$ cat config.mk
export PLATFORM = sky130hd
export DESIGN_NAME = align_gate
export DESIGN_NICKNAME = d
export VERILOG_FILES = /design/src/rtl/align_pkg.sv /design/src/rtl/align_classify.sv /design/src/rtl/byte_lanes.sv /design/src/rtl/align_gate.sv
export SDC_FILE = /design/constraint.sdc
export NUM_CORES = 1
export LEC_CHECK = 0
export BUFFER_PORTS_ARGS = -buffer_cell sky130_fd_sc_hd__clkbuf_2
export CORE_MARGIN = 2
export CORE_UTILIZATION = 35
export CTS_BUF_LIST = sky130_fd_sc_hd__clkbuf_4 sky130_fd_sc_hd__clkbuf_8
export CTS_CLUSTER_DIAMETER = 80
export DETAILED_ROUTE_END_ITERATION = 7
export GPL_TIMING_DRIVEN = 0
export PLACE_DENSITY = 0.6
export RECOVER_POWER = 25
export SLEW_MARGIN = 20
export SYNTH_ARGS = -nofsm -noshare
export SYNTH_HDL_FRONTEND = slang
export SYNTH_SLANG_ARGS = --single-unit
$ cat constraint.sdc
create_clock -name clk -period 13.2 [get_ports clk]
set_clock_uncertainty 0.05 [all_clocks]
set_input_delay 2.64 -clock clk [delete_from_list [all_inputs] [get_ports clk]]
set_output_delay 2.64 -clock clk [all_outputs]
set_load 0.005 [all_outputs]
$ cat src/rtl/align_pkg.sv
package align_pkg;

    typedef enum logic [1:0] {
        FLT_NONE   = 2'd0,
        FLT_FETCH  = 2'd1,
        FLT_DEVICE = 2'd2,
        FLT_STRICT = 2'd3
    } flt_code_e;

    typedef enum logic {
        SEQ_HEAD = 1'b0,
        SEQ_TAIL = 1'b1
    } seq_state_e;

    typedef struct packed {
        logic      fault;
        flt_code_e code;
        logic      split;
    } verdict_t;

    localparam logic [2:0] FETCH_LOG2 = 3'd2;
    localparam logic [2:0] MAX_LOG2   = 3'd4;

    // Size codes beyond the largest supported access saturate to it.
    function automatic logic [2:0] eff_log2(input logic [2:0] size, input logic fetch);
        if (fetch)
            return FETCH_LOG2;
        return (size > MAX_LOG2) ? MAX_LOG2 : size;
    endfunction

endpackage

$ cat src/rtl/align_classify.sv
module align_classify
    import align_pkg::*;
#(
    parameter int WIN_BYTES = 16,
    localparam int OFF_W = $clog2(WIN_BYTES)
) (
    input  logic [OFF_W-1:0] low,
    input  logic [2:0]       size,
    input  logic             fetch,
    input  logic             device,
    input  logic             chk_en,
    output logic [OFF_W:0]   nbytes,
    output verdict_t         verdict
);
    logic [2:0]       lg;
    logic [OFF_W-1:0] lane_mask;
    logic [OFF_W:0]   span_end;
    logic             misaligned;
    logic             crosses;

    always_comb begin
        lg         = eff_log2(size, fetch);
        nbytes     = (OFF_W+1)'(1) << lg;
        lane_mask  = OFF_W'(nbytes - (OFF_W+1)'(1));
        misaligned = |(low & lane_mask);
        span_end   = {1'b0, low} + nbytes;
        crosses    = span_end > (OFF_W+1)'(WIN_BYTES);

        verdict = '{fault: 1'b0, code: FLT_NONE, split: 1'b0};
        if (misaligned) begin
            if (fetch)
                verdict = '{fault: 1'b1, code: FLT_FETCH, split: 1'b0};
            else if (device)
                verdict = '{fault: 1'b1, code: FLT_DEVICE, split: 1'b0};
            else if (chk_en)
                verdict = '{fault: 1'b1, code: FLT_STRICT, split: 1'b0};
            else
                verdict.split = crosses;
        end
    end
endmodule

$ cat src/rtl/byte_lanes.sv
module byte_lanes #(
    parameter int WIN_BYTES = 16,
    localparam int OFF_W = $clog2(WIN_BYTES),
    localparam int SPAN = 2 * WIN_BYTES
) (
    input  logic [OFF_W-1:0] low,
    input  logic [OFF_W:0]   nbytes,
    output logic [SPAN-1:0]  lanes
);
    logic [OFF_W:0] first;
    logic [OFF_W:0] stop;

    assign first = {1'b0, low};
    assign stop  = first + nbytes;

    for (genvar i = 0; i < SPAN; i++) begin : g_lane
        localparam logic [OFF_W:0] LANE = (OFF_W+1)'(i);
        assign lanes[i] = (LANE >= first) && (LANE < stop);
    end
endmodule

$ cat src/rtl/align_gate.sv
module align_gate
    import align_pkg::*;
#(
    parameter int ADDR_W    = 64,
    parameter int WIN_BYTES = 16,
    localparam int OFF_W = $clog2(WIN_BYTES)
) (
    input  logic                 clk,
    input  logic                 rst,
    input  logic                 req_valid,
    output logic                 req_ready,
    input  logic [ADDR_W-1:0]    req_addr,
    input  logic [2:0]           req_size,
    input  logic                 req_fetch,
    input  logic                 req_device,
    input  logic                 req_chk_en,
    output logic                 flt_valid,
    output logic [1:0]           flt_code,
    output logic                 beat_valid,
    input  logic                 beat_ready,
    output logic [ADDR_W-1:0]    beat_addr,
    output logic [WIN_BYTES-1:0] beat_be,
    output logic                 beat_last
);
    seq_state_e              state_q;
    logic [ADDR_W-1:0]       tail_addr_q;
    logic [WIN_BYTES-1:0]    tail_be_q;

    verdict_t                verdict;
    logic [OFF_W:0]          nbytes;
    logic [2*WIN_BYTES-1:0]  lanes;
    logic [ADDR_W-1:0]       base;

    align_classify #(.WIN_BYTES(WIN_BYTES)) u_classify (
        .low     (req_addr[OFF_W-1:0]),
        .size    (req_size),
        .fetch   (req_fetch),
        .device  (req_device),
        .chk_en  (req_chk_en),
        .nbytes  (nbytes),
        .verdict (verdict)
    );

    byte_lanes #(.WIN_BYTES(WIN_BYTES)) u_lanes (
        .low    (req_addr[OFF_W-1:0]),
        .nbytes (nbytes),
        .lanes  (lanes)
    );

    assign base = {req_addr[ADDR_W-1:OFF_W], {OFF_W{1'b0}}};

    always_comb begin
        req_ready  = 1'b0;
        flt_valid  = 1'b0;
        flt_code   = FLT_NONE;
        beat_valid = 1'b0;
        beat_addr  = base;
        beat_be    = lanes[WIN_BYTES-1:0];
        beat_last  = 1'b1;
        if (state_q == SEQ_TAIL) begin
            beat_valid = 1'b1;
            beat_addr  = tail_addr_q;
            beat_be    = tail_be_q;
        end else if (req_valid) begin
            if (verdict.fault) begin
                req_ready = 1'b1;
                flt_valid = 1'b1;
                flt_code  = verdict.code;
            end else begin
                beat_valid = 1'b1;
                beat_last  = ~verdict.split;
                req_ready  = beat_ready;
            end
        end
    end

    always_ff @(posedge clk) begin
        if (rst) begin
            state_q     <= SEQ_HEAD;
            tail_addr_q <= '0;
            tail_be_q   <= '0;
        end else if (state_q == SEQ_TAIL) begin
            if (beat_ready)
                state_q <= SEQ_HEAD;
        end else if (req_valid && !verdict.fault && verdict.split && beat_ready) begin
            state_q     <= SEQ_TAIL;
            tail_addr_q <= base + ADDR_W'(WIN_BYTES);
            tail_be_q   <= lanes[2*WIN_BYTES-1:WIN_BYTES];
        end
    end
endmodule

==> results.yml, run 1 <==
timing:
  max_slew_margin: 0.326
  post-route-min-period_ns: 9.08
  finalSetupTns_ns: 0
  slew_viol_final: 0
  worst_slack_ns: 4.12
  post-route-period-util: 0.688
  finalHoldViolCount: 0
  worst_slew_pin_slew_ns: 1.01
  setup_viol: 0
  max_freq_ghz: 0.110
  rsz0062_at_grt: "no"
die:
  ioPinCount: 160
  core_um2: 15800
  start_util: 0.357
  dieHeight_um: 131
  rows: 46
  die_x_um: 131
  dieArea_um2: 17200
min_path:
  min_path_type: "reg -> reg"
  hold_end: "tail_be_q[10]"
  hold_start: "tail_be_q[10]"
  whs_path_depth: 2
route:
  drt-pass1-iter-count: 5
  via_per_inst: 5.56
  post_drt_wl_per_cell_um: 18.2
  drt_iter0_drc: 367
  ant_nets: 0
  drt_wl_total_um: 19800
  vias: 6058
  drc: 0
power:
  p_per_area_nw_per_um2: 77.2
  p_seq_frac: 0.439
  power_frac_comb: 0.232
  p_leak_uw: 0.00236
  p_switching_uw: 174
  p_clk_frac: 0.330
  switching_share: 0.329
  vdd_drop_max_uv: 54.1
  intPower_uw: 355
setup_path:
  critPathLaunchType: "input port"
  cp.required_ns: 10.51
  reg2reg_slack_ns: 10.76
  worstPathMaxFanout: 10
  arrival_ns: 6.39
  r2r-start: "state_q"
  reg2regPathDepth: 7
  r2r-end: "tail_be_q[3]"
  cp-end-kind: "output port"
  crit_type: "in -> out"
synthesis:
  ys_seq_area_frac: 0.269
  synth_edf_count: 0
  ys_warn_count: 0
  syn_avg_cell_area_um2: 8.07
  syn_inst: 701
  synth.most_common_cell: "dfxtp_1"
  ys_top_cells_by_area: "dfxtp_1 27%, mux2_2 10%, a211oi_1 7.3%, a21oi_1 6.2%, xnor2_1 5.0%"
  synth_largest_area_cell: "dfxtp_1"
  synth_commonest_cells: "76 x dfxtp_1, 70 x a21oi_1, 55 x a211oi_1, 52 x mux2_2, 51 x nand2_1"
  synth-main-ff-cell: "dfxtp_1"
  syn_area_um2: 5660
  synth_top_area_share: 0.269
  synthArstFlopShare: 0
  yosysUniqueCellTypes: 62
  ys_seq_elements: 76
layout:
  drive_above_1_share: 0.252
  antenna_cells: 0
  fin_nets: 950
  area_delta_synth_final_pct: 21.2
  nFillCells: 1711
global_routing:
  grt_pass1_vias: 5656
  grt_overflow: 0
  grt_start_max_net_pins: 14
  grt_use_total: 0.227
  antenna_found_initial: 0
  grt_pass1_wl_um: 31500
cts:
  numCtsBuffers: 9
  postCtsHoldBufs: 0
  clock-sinks: 76
  cts_tree: "yes"
  post_cts_buffers: 0
  post_cts_resized: 0
  clock-root-buffer: "clkbuf_8"
  htreeDepth: 3
  clockBufferDepth: 2
  path_clk_slew_ns: 0.08
  clock_latency_ns: 0.36
placement:
  dp_slack_ns: 4.19
  gp_congestion: 0.878
  portBuffers: 154
  hpwl_um: 14800
outcome:
  run_status: "finished clean"
job:
  cap_violations: 0
-- critical path, cell delays in order --
cell,delay (ns)
clkbuf_2,0.11
buf_1,0.23
nor4_1,0.49
ha_1,0.26
inv_1,0.05
fa_1,0.45
inv_1,0.14
a2111oi_2,0.09
o21ai_0,0.33
nor2b_1,0.19
clkbuf_1,0.34
clkbuf_1,0.38
o221ai_1,0.15
o21ai_0,0.32
clkbuf_2,0.18
-- how the worst max path moves through the flow --
stage | from | endpoint | slack, ns | cells past startpoint
2_1_floorplan | req_fetch | beat_be[5] | 5.15 | 13
3_3_place_gp | req_fetch | beat_be[14] | 4.25 | 15
3_5_place_dp | req_fetch | beat_be[14] | 4.19 | 15
4_1_cts | req_fetch | beat_be[14] | 4.18 | 15
5_1_grt | req_fetch | beat_be[14] | 3.82 | 15
6_report | req_fetch | beat_be[6] | 4.12 | 15
-- area by class of cell --
type	count	area, µm²	share of cell area
Timing Repair Buffer	154	722	0.105
Inverter	26	97.6	0.0142
Clock buffer	11	145	0.0212
Sequential cell	76	1520	0.222
Clock inverter	5	36.3	0.00529
Buffer	57	295	0.0431
Multi-Input combinational cell	545	3770	0.550
Tap cell	216	270	0.0394
-- layout by cell type, fill, tap and decap left out, types with 3 or more instances in the layout --
cell        Yosys  final
a21o_1          3      3
clkinvlp_4      0      3
o31ai_1         9      9
o22ai_1        11     11
o211ai_1        5      5
xor2_1         27     27
a21oi_1        70     70
buf_1           3      3
mux2_2         52     52
clkbuf_1       35     74
nor2_1         27     27
xnor2_1        32     32
buf_2           5      5
conb_1          1      4
o21ai_0        20     20
nand4_1        32     32
ha_1            6      6
and4_1          4      4
buf_4           8      8
a211oi_1       55     55
clkbuf_8        0     10
a32o_1          4      4
mux2i_1         4      4
dfxtp_1        76     76
nor3_1         26     26
inv_1          26     26
nand3_1        34     34
nor2b_1         3      3
and3_1          6      6
clkbuf_2        0    115
or3_1           3      3
nand2_1        51     51
nand2b_1        6      6
buf_6           6      6
nor4_1         11     10
-- power groups by stage --
stage	clock network, µW	logic (µW)	registers [µW]
2_1_floorplan	0	66.5	237
3_5_place_dp	0	123	237
3_3_place_gp	0	123	237
5_1_grt	186	135	232
6_report	174	123	232
4_1_cts	178	123	232
-- per-stage QoR --
stage,std cells,total power (µW),hold WS (ns),util,area (µm²)
floorplan,704,304,0.379,-,5670
global placement,1074,360,0.393,0.424,6710
detailed placement,1074,360,0.406,0.424,6710
CTS,1090,533,0.417,0.435,6890
global route,1090,553,0.436,0.433,6860
finish,1090,529,0.415,0.433,6860
-- logic make-up after synthesis --
family	synth area share
muxes	0.111
and+or+nand+nor	0.213
other	0.000663
xor gates and xnor gates	0.0913
DFF	0.269
AOI/OAI and AO/OA	0.229
adders and majority gates	0.0168
buffers and inverters	0.0694
-- sequential cells by signal, indices dropped and copies added (netlist names) --
register     cells
state_q          1
tail_be_q       15
tail_addr_q     60
-- metal layers --
metal / GRT usage / vias to the layer above / share of wire
met5: 0 / - / 0
met4: 0.0483 / 0 / 0.012
met3: 0.0455 / 19 / 0.065
met2: 0.359 / 233 / 0.46
met1: 0.319 / 2867 / 0.47
li1: - / 2939 / -
Power figures use the tool's default switching activity.
==> run 2, diff against run 1 <==
PLACE_DENSITY = 0.63   (was 0.6)
clock period = 8.3 ns   (was 13.2 ns; I/O delays follow)
==> run 2 against run 1 <==
- total power up 58%
- flip-flop and latch count unchanged
- wire length up 0.89%
- register-to-register slack worse by 4.9 ns
- core utilization up 0.055 points
- clock-buffer cell count up 1
==> results.yml, run 2 (synthesized netlist as in run 1, its figures left out) <==
placement:
  portBuffers: 154
  gp_congestion: 0.892
  hpwl_um: 14800
setup_path:
  startpoint: "req_fetch"
  slowest_stage: "nor4_1"
  reg2reg_slack_ns: 5.83
  crit_cells: 15
  crit_type: "in -> out"
  r2r-start: "state_q"
  r2r-end: "tail_be_q[3]"
  crit_family: "buffers and inverters"
  max_stage_delay_ns: 0.49
  cp-end-kind: "output port"
  reg2regPathDepth: 7
  cp.required_ns: 6.59
  cp_cell_sequence: "clkbuf_2, buf_1, nor4_1, ha_1, inv_1, fa_1, inv_1, a2111oi_2, o21ai_0, nor2b_1, clkbuf_1, clkbuf_1, o221ai_1, o21ai_0, clkbuf_2"
  critPathLaunchType: "input port"
  arrival_ns: 5.32
  crit_path_end: "beat_be[6]"
  crit_buf_inv: 7
  worstPathMaxFanout: 10
cts:
  post_cts_resized: 0
  cts_tree: "yes"
  clock-root-buffer: "clkbuf_8"
  htreeDepth: 3
  path_clk_slew_ns: 0.07
  post_cts_buffers: 0
  postCtsHoldBufs: 0
  clockBufferDepth: 2
  clock-sinks: 76
  numCtsBuffers: 9
  clock_latency_ns: 0.37
timing:
  slew_viol_final: 0
  worst_slew_pin_slew_ns: 1.05
  post-route-min-period_ns: 7.03
  finalHoldViolCount: 0
  max_freq_ghz: 0.142
  max_slew_margin: 0.297
  setup_viol: 0
  finalSetupTns_ns: 0
  post-route-period-util: 0.847
  rsz0062_at_grt: "no"
die:
  rows: 46
  core_um2: 15800
  ioPinCount: 160
  start_util: 0.357
  die_x_um: 131
  dieArea_um2: 17200
  dieHeight_um: 131
route:
  drt_wl_total_um: 20000
  via_per_inst: 5.66
  post_drt_wl_per_cell_um: 18.4
  vias: 6155
  drt_iter0_drc: 443
  ant_nets: 0
  drc: 0
  drt-pass1-iter-count: 5
global_routing:
  grt_use_total: 0.227
  busiest_layer: "met2"
  use_met3: 0.0482
  grt_use_met2: 0.347
  grt_overflow: 0
  grt_pass1_wl_um: 31500
  antenna_found_initial: 0
  grt_start_max_net_pins: 12
  grt_pass1_vias: 5731
  grt_util_met1: 0.317
min_path:
  min_path_type: "reg -> reg"
layout:
  top_register: "tail_addr_q"
  area_delta_synth_final_pct: 21.4
  final_common_cell: "clkbuf_2"
  top_regs: "tail_addr_q: 60 flops, tail_be_q: 15 flops, state_q: 1 flops"
  largest_reg_flops: 60
  fin_util: 0.434
  fin_nets: 950
  drive_above_1_share: 0.273
  final_cell_mix: "140 x clkbuf_2, 76 x dfxtp_1, 70 x a21oi_1"
  antenna_cells: 0
outcome:
  run_status: "finished clean"
power:
  p_per_area_nw_per_um2: 122
  vdd_drop_max_uv: 71.5
  p_leak_uw: 0.00244
job:
  cap_violations: 0
run 2: cell types whose count changed in the layout (fill, tap and decap cells not counted), sizes merged:
| cell | previous run | this run |
|---|---|---|
| clkinvlp | 3 | 1 |
| inv | 27 | 26 |
| buf | 22 | 20 |
| clkbuf | 200 | 203 |
run 2: cell type report:
class / instances / area (µm²)
plain buffers: 57 / 295
clock buffers: 12 / 153
clock inverters: 2 / 12.5
fillers: 1687 / 8960
inverters: 26 / 97.6
multi-input cells: 545 / 3760
flip-flops and latches: 76 / 1520
well taps: 216 / 270
repair buffers: 154 / 753
run 2: report_power, final:
group / switching [µW] / internal (µW)
Clock: 150 / 120
Sequential: 1.70 / 367
Combinational: 117 / 78.3
Total: 269 / 566
run 2: how the worst min path moves through the flow:
stage	startpoint	endpoint	slack, ns	depth (start not counted)
final	tail_be_q[7]	tail_be_q[7]	0.41	2
after global routing	tail_be_q[11]	tail_be_q[11]	0.43	2
after floorplan	tail_be_q[7]	tail_be_q[7]	0.38	2
after global placement	tail_be_q[7]	tail_be_q[7]	0.39	2
after CTS	tail_be_q[7]	tail_be_q[7]	0.41	2
after detailed placement	tail_be_q[7]	tail_be_q[7]	0.40	2
run 2: worst reg2reg max path, stage by stage, from the launching register on:
cell and delay (ns):
dfxtp_1 0.30, clkbuf_1 0.23, nor2b_1 0.29, o311ai_2 0.23, nor4b_4 0.62, buf_6 0.25
nand2_4 0.11, a31o_1 0.29
run 2: per-stage QoR:
| step | std cells | power (µW) | hold WS (ns) | cell area [µm²] | setup slack (ns) |
|---|---|---|---|---|---|
| global placement | 1074 | 571 | 0.391 | 6710 | 1.28 |
| global route | 1088 | 870 | 0.430 | 6870 | 0.804 |
| detailed placement | 1074 | 571 | 0.397 | 6710 | 1.29 |
| finish | 1088 | 835 | 0.413 | 6870 | 1.27 |
| floorplan | 704 | 483 | 0.379 | 5670 | 2.21 |
| CTS | 1088 | 841 | 0.408 | 6880 | 1.29 |
run 2: routing by layer:
metal / up-vias / routed length (µm)
met3: 36 / 1490
li1: 2948 / -
met1: 2877 / 8970
met4: 0 / 471
met2: 294 / 9050
met5: - / 0
==> run 3, diff against run 2 <==
clock period = 6.3 ns   (was 8.3 ns; I/O delays follow)
==> run 3 against run 2 <==
- sequential power is 32% higher
- total power is 32% higher
- non-clock buffer count stayed put
- flip-flop and latch count stayed put
- sequential share of layout area is 0.052 points lower
- global-route usage stayed put
- via count is 0.49% lower
- first-iteration DRC count is 8.4% lower
- largest power group unchanged
- setup slack worse by 0.83 ns
- core utilization is 0.10 points higher
- worst hold slack better by 0.00055 ns
- die area stayed put
==> results.yml, run 3 (synthesized netlist as in run 1, its figures left out) <==
global_routing:
  grt_pass1_vias: 5731
  antenna_found_initial: 0
  grt_pass1_wl_um: 31500
  grt_use_total: 0.227
  grt_overflow: 0
  busiest_layer: "met2"
  use_met3: 0.0482
  grt_start_max_net_pins: 12
  grt_use_met2: 0.347
  grt_util_met1: 0.317
layout:
  multi_input_area_um2: 3770
  area_delta_synth_final_pct: 21.6
  top_regs: "tail_addr_q: 60 flops, tail_be_q: 15 flops, state_q: 1 flops"
  top_register: "tail_addr_q"
  final_cell_mix: "144 x clkbuf_2, 76 x dfxtp_1, 70 x a21oi_1"
  drive_above_1_share: 0.279
  regArea_um2: 1520
  fin_nets: 950
  final_common_cell: "clkbuf_2"
  fin_util: 0.435
  nFillCells: 1685
  antenna_cells: 0
  largest_reg_flops: 60
power:
  p_leak_uw: 0.00245
  p_total_uw: 1100
  p_per_area_nw_per_um2: 160
  vdd_drop_max_uv: 94.4
setup_path:
  reg2regPathDepth: 7
  crit_type: "in -> out"
  reg2reg_slack_ns: 3.83
  cp-end-kind: "output port"
  cp.required_ns: 4.99
  arrival_ns: 4.55
  startpoint: "req_fetch"
  worstPathMaxFanout: 10
  crit_path_end: "beat_be[6]"
  critPathLaunchType: "input port"
  r2r-end: "tail_be_q[3]"
  r2r-start: "state_q"
cts:
  clockBufferDepth: 2
  path_clk_slew_ns: 0.07
  cts_tree: "yes"
  post_cts_buffers: 0
  clock-sinks: 76
  numCtsBuffers: 9
  clock-root-buffer: "clkbuf_8"
  clock_latency_ns: 0.38
  htreeDepth: 3
timing:
  post-route-min-period_ns: 5.86
  post-route-period-util: 0.930
  worst_slack_ns: 0.441
  finalSetupTns_ns: 0
  worst_slew_pin_slew_ns: 1.04
  slew_viol_final: 0
  max_freq_ghz: 0.171
  holdWs_ns: 0.414
  finalHoldViolCount: 0
  setup_viol: 0
  max_slew_margin: 0.299
  rsz0062_at_grt: "no"
job:
  cap_violations: 0
placement:
  hpwl_um: 14800
  gp_congestion: 0.892
  portBuffers: 154
  dp_slack_ns: 0.0874
die:
  die_x_um: 131
  start_util: 0.357
  dieHeight_um: 131
  dieArea_um2: 17200
  rows: 46
  ioPinCount: 160
  core_um2: 15800
route:
  vias: 6125
  drc: 0
  drt-pass1-iter-count: 5
  ant_nets: 0
  drt_wl_total_um: 19900
  drt_iter0_drc: 406
  post_drt_wl_per_cell_um: 18.3
  via_per_inst: 5.63
outcome:
  run_status: "finished clean"
min_path:
  min_path_type: "reg -> reg"
[run 3: cell counts in the layout (fill, tap and decap cells not counted)]
Identical to the previous run, type by type.
[run 3: per-stage QoR]
step,cell area [µm²],instances
after global placement,6710,1074
after CTS,6880,1088
after global routing,6880,1088
after floorplan,5670,704
after detailed placement,6710,1074
final,6880,1088
[run 3: metal layers]
metal,vias to the layer above,part of all wire
li1,2940,-
met4,0,0.026
met3,42,0.071
met5,-,0
met2,273,0.45
met1,2870,0.45
[run 3: worst min-delay path by stage]
stage                              from             to  slack (ns)  cells past startpoint
final                      tail_be_q[7]   tail_be_q[7]        0.41                      2
after global routing      tail_be_q[11]  tail_be_q[11]        0.43                      2
after CTS                  tail_be_q[7]   tail_be_q[7]        0.41                      2
after detailed placement   tail_be_q[7]   tail_be_q[7]        0.40                      2
after global placement     tail_be_q[7]   tail_be_q[7]        0.39                      2
after floorplan            tail_be_q[7]   tail_be_q[7]        0.38                      2
[run 3: power by group]
part | total [µW] | internal (µW) | switching, µW
combinational | 258 | 104 | 154
sequential | 486 | 484 | 2.21
clock | 358 | 158 | 200
total | 1100 | 746 | 356
[run 3: cell type report]
| class | instances | area share |
|---|---|---|
| multi-input cells | 545 | 0.548 |
| flip-flops and latches | 76 | 0.221 |
| repair buffers | 154 | 0.110 |
| plain buffers | 57 | 0.0433 |
| well taps | 216 | 0.0393 |
| clock buffers | 12 | 0.0222 |
| inverters | 26 | 0.0142 |
| clock inverters | 2 | 0.00182 |
[run 3: critical path, stage by stage]
cell and delay [ns]:
clkbuf_2 0.11, buf_1 0.25, nor4_2 0.41, ha_1 0.23, inv_1 0.06, fa_1 0.45
inv_1 0.14, a2111oi_2 0.10, o21ai_0 0.29, nor2b_1 0.18, clkbuf_2 0.22, clkbuf_2 0.25
o221ai_1 0.14, o21ai_0 0.28, clkbuf_2 0.18
[run 3: repair_timing]
action,CTS,global route
hold buffers,0,0
gates resized for setup,0,7
setup endpoints to repair,0,5
